<file path="config.mk">
export PLATFORM = sky130hd
export DESIGN_NAME = dmareg_csr
export DESIGN_NICKNAME = d
export VERILOG_FILES = /design/src/rtl/dmareg_pkg.sv /design/src/rtl/dmareg_dec.sv /design/src/rtl/dmareg_field.sv /design/src/rtl/dmareg_evt_class.sv /design/src/rtl/dmareg_csr.sv
export SDC_FILE = /design/constraint.sdc
export NUM_CORES = 1
export LEC_CHECK = 0
export ABC_AREA = 0
export ABC_CLOCK_PERIOD_IN_PS = 3300
export CAP_MARGIN = 10
export CORE_UTILIZATION = 55
export CTS_BUF_LIST = sky130_fd_sc_hd__clkbuf_8
export DETAILED_ROUTE_END_ITERATION = 10
export DONT_BUFFER_PORTS = 1
export GPL_TIMING_DRIVEN = 0
export PLACE_DENSITY = 0.7
export SLEW_MARGIN = 20
export SYNTH_ARGS = -nofsm -noshare
export SYNTH_HDL_FRONTEND = slang
export SYNTH_HIERARCHICAL = 1
export SYNTH_SLANG_ARGS = --single-unit
export TNS_END_PERCENT = 5
</file>
<file path="constraint.sdc">
create_clock -name clk -period 3.3 [get_ports clk]
set_clock_uncertainty 0.1 [all_clocks]
set_input_delay 0.66 -clock clk [delete_from_list [all_inputs] [get_ports clk]]
set_output_delay 0.66 -clock clk [all_outputs]
set_load 0.005 [all_outputs]
</file>
<file path="src/rtl/dmareg_pkg.sv">
package dmareg_pkg;
   localparam int WORD_W = 32;
   localparam int HALF_W = WORD_W / 2;
   localparam int NREG   = 4;

   typedef enum logic [1:0] {
      ALIAS_WRITE = 2'd0,
      ALIAS_SET   = 2'd1,
      ALIAS_CLEAR = 2'd2,
      ALIAS_NONE  = 2'd3
   } alias_e;

   typedef enum logic [1:0] {
      REG_CFG   = 2'd0,
      REG_DONE  = 2'd1,
      REG_FAULT = 2'd2,
      REG_CHAN  = 2'd3
   } reg_e;
endpackage

</file>
<file path="src/rtl/dmareg_dec.sv">
module dmareg_dec
   import dmareg_pkg::*;
#(
   parameter int AW = 6
) (
   input  logic          wr_en,
   input  logic [AW-1:0] addr,
   output logic [NREG-1:0] wr_sel,
   output alias_e        mode,
   output reg_e          rsel,
   output logic          rvalid
);
   localparam int IDX_LSB = 2;

   logic in_map;

   generate
      if (AW > 4) begin : g_hi
         assign in_map = (addr[AW-1:4] == '0);
      end else begin : g_nohi
         assign in_map = 1'b1;
      end
   endgenerate

   assign mode   = alias_e'(addr[1:0]);
   assign rsel   = reg_e'(addr[IDX_LSB+1:IDX_LSB]);
   assign rvalid = in_map;

   always_comb begin
      wr_sel = '0;
      if (wr_en && in_map && mode != ALIAS_NONE)
         wr_sel[rsel] = 1'b1;
   end
endmodule

</file>
<file path="src/rtl/dmareg_field.sv">
module dmareg_field
   import dmareg_pkg::*;
#(
   parameter int W = 16
) (
   input  logic         clk,
   input  logic         rst_n,
   input  logic         wr,
   input  alias_e       mode,
   input  logic [W-1:0] wdata,
   input  logic [W-1:0] hw_load,
   input  logic [W-1:0] hw_val,
   output logic [W-1:0] q
);
   logic [W-1:0] sw_next;
   logic [W-1:0] nxt;

   always_comb begin
      sw_next = q;
      if (wr) begin
         case (mode)
            ALIAS_WRITE: sw_next = wdata;
            ALIAS_SET:   sw_next = q | wdata;
            ALIAS_CLEAR: sw_next = q & ~wdata;
            default:     sw_next = q;
         endcase
      end
      nxt = (sw_next & ~hw_load) | (hw_val & hw_load);
   end

   always_ff @(posedge clk or negedge rst_n) begin
      if (!rst_n) q <= '0;
      else        q <= nxt;
   end
endmodule

</file>
<file path="src/rtl/dmareg_evt_class.sv">
module dmareg_evt_class #(
   parameter int NCH = 16
) (
   input  logic [NCH-1:0] done_evt,
   input  logic [NCH-1:0] term_evt,
   input  logic [NCH-1:0] buserr_evt,
   output logic [NCH-1:0] fault_set,
   output logic [NCH-1:0] fault_kind
);
   for (genvar i = 0; i < NCH; i++) begin : g_ch
      assign fault_set[i]  = buserr_evt[i] | (term_evt[i] & ~done_evt[i]);
      assign fault_kind[i] = buserr_evt[i];
   end
endmodule

</file>
<file path="src/rtl/dmareg_csr.sv">
module dmareg_csr
   import dmareg_pkg::*;
#(
   parameter int NCH        = 16,
   parameter int AW         = 6,
   parameter int BURST_BIT  = 28,
   parameter int BURST8_BIT = 29
) (
   input  logic              clk,
   input  logic              rst_n,
   input  logic              wr_en,
   input  logic [AW-1:0]     addr,
   input  logic [WORD_W-1:0] wdata,
   output logic [WORD_W-1:0] rdata,
   input  logic [NCH-1:0]    done_evt,
   input  logic [NCH-1:0]    term_evt,
   input  logic [NCH-1:0]    buserr_evt,
   output logic [NCH-1:0]    irq,
   output logic [NCH-1:0]    freeze,
   output logic [NCH-1:0]    chan_rst,
   output logic              burst_en,
   output logic              burst8_en
);
   localparam int CFG_W = 2;

   generate
      if (NCH < 1 || NCH > HALF_W) begin : g_bad_nch
         $error("dmareg_csr: NCH must be 1..16");
      end
      if (AW < 4) begin : g_bad_aw
         $error("dmareg_csr: AW must be at least 4");
      end
      if (BURST_BIT == BURST8_BIT || BURST_BIT >= WORD_W || BURST8_BIT >= WORD_W) begin : g_bad_cfg
         $error("dmareg_csr: burst bit positions invalid");
      end
   endgenerate

   logic [NREG-1:0] wr_sel;
   alias_e          mode;
   reg_e            rsel;
   logic            rvalid;

   dmareg_dec #(.AW(AW)) u_dec (
      .wr_en  (wr_en),
      .addr   (addr),
      .wr_sel (wr_sel),
      .mode   (mode),
      .rsel   (rsel),
      .rvalid (rvalid)
   );

   logic [NCH-1:0] fault_set;
   logic [NCH-1:0] fault_kind;

   dmareg_evt_class #(.NCH(NCH)) u_cls (
      .done_evt   (done_evt),
      .term_evt   (term_evt),
      .buserr_evt (buserr_evt),
      .fault_set  (fault_set),
      .fault_kind (fault_kind)
   );

   logic [CFG_W-1:0] cfg_q;
   logic [NCH-1:0]   done_q;
   logic [NCH-1:0]   en_q;
   logic [NCH-1:0]   fault_q;
   logic [NCH-1:0]   kind_q;
   logic [NCH-1:0]   frz_q;
   logic [NCH-1:0]   rst_q;
   logic [NCH-1:0]   lo_bits;
   logic [NCH-1:0]   hi_bits;

   assign lo_bits = wdata[NCH-1:0];
   assign hi_bits = wdata[HALF_W +: NCH];

   dmareg_field #(.W(CFG_W)) u_cfg (
      .clk (clk), .rst_n (rst_n), .wr (wr_sel[REG_CFG]), .mode (mode),
      .wdata ({wdata[BURST8_BIT], wdata[BURST_BIT]}),
      .hw_load ('0), .hw_val ('0), .q (cfg_q)
   );

   dmareg_field #(.W(NCH)) u_done (
      .clk (clk), .rst_n (rst_n), .wr (wr_sel[REG_DONE]), .mode (mode),
      .wdata (lo_bits), .hw_load (done_evt), .hw_val ('1), .q (done_q)
   );

   dmareg_field #(.W(NCH)) u_en (
      .clk (clk), .rst_n (rst_n), .wr (wr_sel[REG_DONE]), .mode (mode),
      .wdata (hi_bits), .hw_load ('0), .hw_val ('0), .q (en_q)
   );

   dmareg_field #(.W(NCH)) u_fault (
      .clk (clk), .rst_n (rst_n), .wr (wr_sel[REG_FAULT]), .mode (mode),
      .wdata (lo_bits), .hw_load (fault_set), .hw_val ('1), .q (fault_q)
   );

   dmareg_field #(.W(NCH)) u_kind (
      .clk (clk), .rst_n (rst_n), .wr (wr_sel[REG_FAULT]), .mode (mode),
      .wdata (hi_bits), .hw_load (fault_set), .hw_val (fault_kind), .q (kind_q)
   );

   dmareg_field #(.W(NCH)) u_frz (
      .clk (clk), .rst_n (rst_n), .wr (wr_sel[REG_CHAN]), .mode (mode),
      .wdata (lo_bits), .hw_load ('0), .hw_val ('0), .q (frz_q)
   );

   // Reset requests live for one cycle: only a write in this cycle refills them.
   always_ff @(posedge clk or negedge rst_n) begin
      if (!rst_n)
         rst_q <= '0;
      else if (wr_sel[REG_CHAN] && (mode == ALIAS_WRITE || mode == ALIAS_SET))
         rst_q <= hi_bits;
      else
         rst_q <= '0;
   end

   for (genvar i = 0; i < NCH; i++) begin : g_irq
      assign irq[i] = (done_q[i] & en_q[i]) | fault_q[i];
   end

   assign freeze    = frz_q;
   assign chan_rst  = rst_q;
   assign burst_en  = cfg_q[0];
   assign burst8_en = cfg_q[1];

   always_comb begin
      rdata = '0;
      if (rvalid) begin
         case (rsel)
            REG_CFG: begin
               rdata[BURST_BIT]  = cfg_q[0];
               rdata[BURST8_BIT] = cfg_q[1];
            end
            REG_DONE: begin
               rdata[NCH-1:0]      = done_q;
               rdata[HALF_W +: NCH] = en_q;
            end
            REG_FAULT: begin
               rdata[NCH-1:0]      = fault_q;
               rdata[HALF_W +: NCH] = kind_q;
            end
            default: begin
               rdata[NCH-1:0]      = frz_q;
               rdata[HALF_W +: NCH] = rst_q;
            end
         endcase
      end
   end
endmodule

</file>
==> impl_metrics.env, run 1 <==
export IMPL_num_antenna_cells=0
export IMPL_io_pins=171
export IMPL_cts_resized_gates=0
export IMPL_ys_types=26
export IMPL_fin_ws_ps=597
export IMPL_cts_tree="yes"
export IMPL_cts_root_buf="clkbuf_8"
export IMPL_final_antenna_net_count=0
export IMPL_grt_pass1_wl_mm=29.8
export IMPL_ys_seq_area_share_pct=37.9
export IMPL_dpl_worst_slack_ps=670
export IMPL_cts_made_buffers=9
export IMPL_power_density_mw_per_mm2=370
export IMPL_h_tree_depth=3
export IMPL_routedWlPerCell_um=19.3
export IMPL_final_setup_viol_count=0
export IMPL_cts_setup_buffers=0
export IMPL_period_needed_ps=2700
export IMPL_slew_headroom_pct=59.2
export IMPL_start_util_pct=56.6
export IMPL_clk_latency_ps=380
export IMPL_crit_path_frequent_cell="buf_4"
export IMPL_netlist_instances=751
export IMPL_clock_sinks=98
export IMPL_fp_dieH_um=110
export IMPL_clockBufferDepth=2
export IMPL_io_buffers=0
export IMPL_die_area_mm2=0.0122
export IMPL_postPlaceCellArea_mm2=0.00714
export IMPL_place_congestion=0.868
export IMPL_required_ps=2540
export IMPL_totalWireLength_mm=20.1
export IMPL_period_share_pct=81.9
export IMPL_chipWidth_um=110
export IMPL_row_count=39
export IMPL_worstPathMaxFanout=10
export IMPL_peakVddDrop_v=0.000264
export IMPL_avgSynthCellArea_um2=8.61
export IMPL_path_buf_inv=3
export IMPL_grtUsageTotal_pct=33.2
export IMPL_grt_antenna_before_repair=0
export IMPL_dr_pass1_iters=5
export IMPL_dp_cells=1028
export IMPL_dp_hpwl_mm=14.7
export IMPL_vias_per_cell=5.61
export IMPL_ctsHoldBuffers=1
export IMPL_final_cell_area_mm2=0.00738
export IMPL_setup_tns_ps=0
export IMPL_crit_path_start_kind="input pin"
export IMPL_core_area_mm2=0.0114
export IMPL_nets=986
export IMPL_timing_hold_ws_ps=96.8
export IMPL_cp_cell_sequence="buf_4 -> buf_4 -> clkbuf_1 -> a21oi_1 -> a211oi_1"
export IMPL_grt_pass1_vias=5518
export IMPL_num_vias=5863
export IMPL_tightestPinTransition_ps=612
export IMPL_drt_iter0_drc=478
export IMPL_min_path_type="input pin to async pin"
export IMPL_cp_slowest_cell="a211oi_1"
export IMPL_power_leakage_nw=3.40
export IMPL_outcome="finished clean"
export IMPL_hold_viol=0
export IMPL_path_clk_slew_ps=100
export IMPL_cp_startpoint="addr[3]"
export IMPL_route_detailed_drc=0
export IMPL_ys_warn_count=6
export IMPL_syn_to_final_growth_pct=14.1
export IMPL_cap_violations=0
export IMPL_n_fill_cell=1012
export IMPL_critical_path_top_delay_family="buffers and inverters"
export IMPL_drv_slew=0
export IMPL_finish_utilization_pct=64.6
export IMPL_arrival_ps=1940
export IMPL_synth_seq_cells=98
export IMPL_max_freq_ghz=0.370
export IMPL_end_kind="output pin"
export IMPL_grt_max_degree=99
export IMPL_final_cells=1045
export IMPL_path_class="input pin to output pin"
export IMPL_report_power_total_mw=2.73
export IMPL_grt_overflow_total=0
export IMPL_synthesis_area_mm2=0.00646
export IMPL_rsz0062_at_grt="false"
export IMPL_cpPeakStageDelay_ps=510
export IMPL_drive_gt1_share_pct=8.76
[power breakdown]
group	internal [mW]	switching, mW
registers	1.30	0.0940
logic	0.217	0.276
clock network	0.390	0.452
[cells in the mapped netlist]
library cell / count / share of area (%)
a211oi_1: 30 / 3.5
a21o_1: 32 / 3.7
a21oi_1: 183 / 14
a21oi_2: 10 / 1.4
and2_1: 18 / 1.7
and2_2: 2 / 0.23
and3_1: 2 / 0.19
and4_1: 1 / 0.14
buf_2: 3 / 0.23
buf_4: 21 / 2.4
buf_6: 14 / 2.4
clkbuf_1: 10 / 0.58
clkbuf_2: 10 / 0.77
conb_1: 2 / 0.12
dfrtp_1: 98 / 38
inv_1: 19 / 1.1
mux2i_1: 30 / 4.6
mux4_2: 2 / 0.70
nand2_1: 5 / 0.29
nand2b_1: 8 / 0.77
nor2_1: 1 / 0.058
nor2b_1: 167 / 16
nor4b_2: 1 / 0.23
o21ai_0: 70 / 5.4
o21ai_1: 10 / 0.77
o221ai_1: 2 / 0.27
[layout make-up]
| class | instances | area, um^2 | area share (%) |
|---|---|---|---|
| clock inverters | 5 | 52.6 | 0.712 |
| clock buffers | 11 | 151 | 2.05 |
| plain buffers | 58 | 418 | 5.67 |
| multi-input cells | 710 | 4020 | 54.6 |
| flip-flops and latches | 98 | 2450 | 33.2 |
| well taps | 143 | 179 | 2.43 |
| inverters | 19 | 71.3 | 0.967 |
| repair buffers | 1 | 27.5 | 0.373 |
[routing by layer]
metal	share of wire (%)	track usage (%)	vias up
met2	45	49.5	268
li1	-	-	2763
met3	9.8	8.41	30
met4	1.9	13.0	0
met1	43	46.2	2802
met5	0	0	-
[final timing paths]
kind | to | slack [ps] | cells after the start
min | chan_rst[5] | 100 | 1
max in group asynchronous | async pin | 2630 | 1
max | rdata[16] | 600 | 5
max reg2reg | flip-flop | 2380 | 2
min reg2reg | flip-flop | 450 | 2
min in group clk | chan_rst[0] | 290 | 1
[cell usage in the layout, fill, tap and decap left out, drive strengths merged]
master and instances:
a21oi 193, nor2b 167, conb 136, dfrtp 98, o21ai 80, buf 39, a21o 32, clkbuf 31
mux2i 30, a211oi 30, inv 21, and2 20, nand2b 8, nand2 5, mux4 2, clkinv 2
o221ai 2, and3 2, bufinv 1, nor2 1, nor4b 1, and4 1
[cells by family after synthesis]
family	Yosys count	synth area share, %
AO/OA/AOI/OAI	337	29.2
buffers and inverters	77	7.57
flip-flops	98	37.9
multiplexers	32	5.34
other	2	0.116
AND/OR/NAND/NOR	205	19.8
(Power assumes the default switching activity.)
==> run 2, diff against run 1 <==
- ABC_CLOCK_PERIOD_IN_PS: 3300 -> 2700
- clock period: 3.3 -> 2.7 ns (I/O delays scaled with it)
==> run 2 against run 1 <==
The flow now finishes with violations (hold timing). Worst setup slack got worse by 350 ps. Clock-buffer cell count unchanged. First-iteration DRC count increased by 5.2%. Design area fell by 0.37%. Total power increased by 21%. Cell count barely moved. Critical path type unchanged. Critical endpoint unchanged. Largest power group unchanged.
==> impl_metrics.env, run 2 (synthesized netlist as in run 1, its figures left out) <==
export IMPL_outcome="finished, violations left"
export IMPL_violations="hold timing"
export IMPL_io_buffers=0
export IMPL_crit_path_start_kind="input pin"
export IMPL_peakVddDrop_v=0.000323
export IMPL_period_needed_ps=2460
export IMPL_cp_cell_sequence="buf_4 -> buf_4 -> clkbuf_1 -> a21oi_1 -> a211oi_1"
export IMPL_syn_to_final_growth_pct=13.7
export IMPL_grtUsageTotal_pct=33.2
export IMPL_drt_iter0_drc=503
export IMPL_row_count=39
export IMPL_path_buf_inv=3
export IMPL_grt_max_degree=99
export IMPL_postPlaceCellArea_mm2=0.00714
export IMPL_final_antenna_net_count=0
export IMPL_cts_made_buffers=9
export IMPL_cts_root_buf="clkbuf_8"
export IMPL_hold_viol=98
export IMPL_vias_per_cell=5.66
export IMPL_regArea_mm2=0.00245
export IMPL_drv_slew=0
export IMPL_routedWlPerCell_um=19.3
export IMPL_grt_pass1_wl_mm=29.7
export IMPL_timing_hold_ws_ps=-265
export IMPL_cap_violations=0
export IMPL_path_clk_slew_ps=100
export IMPL_cp_slowest_cell="a211oi_1"
export IMPL_worstPathMaxFanout=10
export IMPL_crit_path_frequent_cell="buf_4"
export IMPL_totalWireLength_mm=20.2
export IMPL_crit_cells=5
export IMPL_reg2regPathDepth=2
export IMPL_mostFrequentLayoutCell="a21oi_1"
export IMPL_dr_pass1_iters=5
export IMPL_die_area_mm2=0.0122
export IMPL_grt_pass1_vias=5511
export IMPL_final_setup_viol_count=0
export IMPL_start_util_pct=56.6
export IMPL_setup_tns_ps=0
export IMPL_place_congestion=0.868
export IMPL_power_density_mw_per_mm2=450
export IMPL_num_antenna_cells=0
export IMPL_critical_path_top_delay_family="buffers and inverters"
export IMPL_max_freq_ghz=0.407
export IMPL_num_vias=5908
export IMPL_clk_latency_ps=380
export IMPL_cts_setup_buffers=0
export IMPL_cts_resized_gates=0
export IMPL_multiInputGateArea_mm2=0.00402
export IMPL_arrival_ps=1820
export IMPL_required_ps=2060
export IMPL_grt_overflow_total=0
export IMPL_io_pins=171
export IMPL_path_class="input pin to output pin"
export IMPL_slew_headroom_pct=58.2
export IMPL_final_cell_mix="a21oi_1, nor2b_1, conb_1"
export IMPL_drive_gt1_share_pct=8.66
export IMPL_rsz0062_at_grt="false"
export IMPL_core_area_mm2=0.0114
export IMPL_cp_startpoint="addr[3]"
export IMPL_period_share_pct=91.0
export IMPL_cpPeakStageDelay_ps=510
export IMPL_final_cell_area_mm2=0.00735
export IMPL_cts_tree="yes"
export IMPL_grt_antenna_before_repair=0
export IMPL_dp_hpwl_mm=14.7
export IMPL_reg2reg_slack_ps=1760
export IMPL_min_path_type="input pin to async pin"
export IMPL_end_kind="output pin"
export IMPL_route_detailed_drc=0
export IMPL_chipWidth_um=110
export IMPL_h_tree_depth=3
export IMPL_nets=985
export IMPL_clock_sinks=98
export IMPL_tightestPinTransition_ps=627
export IMPL_fp_dieH_um=110
export IMPL_power_leakage_nw=3.39
export IMPL_n_fill_cell=1016
export IMPL_clockBufferDepth=2
run 2: changes by cell type in the layout (fill, tap and decap cells not counted), sizes merged:
cell  change
buf       -1
run 2: worst reg2reg max path: stages, from the launching register on:
cell	delay, ps
dfrtp_1	480
o21ai_0	120
a21oi_1	160
run 2: routing by layer:
metal	vias up	track usage, %	wire, um
li1	2761	-	-
met1	2839	46.3	8840
met2	264	49.3	8970
met3	44	8.41	1930
met4	0	13.0	455
met5	-	0	0
run 2: stage by stage:
| step | instances | setup slack (ps) | power, mW | util, % | hold WS [ps] |
|---|---|---|---|---|---|
| global route | 1044 | 204 | 3.45 | 64.4 | -275 |
| CTS | 1044 | 305 | 3.30 | 64.4 | -281 |
| floorplan | 885 | 674 | 2.13 | - | 144 |
| detailed placement | 1028 | 263 | 2.28 | 62.6 | 147 |
| global placement | 1028 | 245 | 2.25 | 62.6 | 147 |
| finish | 1044 | 244 | 3.30 | 64.4 | -265 |
run 2: area by class of cell:
cell class                      instances  area share [%]
Tap cell                              143            2.43
Clock inverter                          5           0.715
Buffer                                 58            5.69
Clock buffer                           11            2.06
Sequential cell                        98            33.4
Multi-Input combinational cell        710            54.8
Inverter                               19           0.971
run 2: where the power goes:
part / internal (mW) / switching, mW
logic: 0.261 / 0.311
registers: 1.58 / 0.115
clock network: 0.477 / 0.556
run 2: how the worst max path moves through the flow:
stage / endpoint
after floorplan: rdata[28]
after global placement: chan_rst[11]
after detailed placement: chan_rst[9]
after CTS: rdata[16]
after global routing: rdata[16]
final: rdata[16]
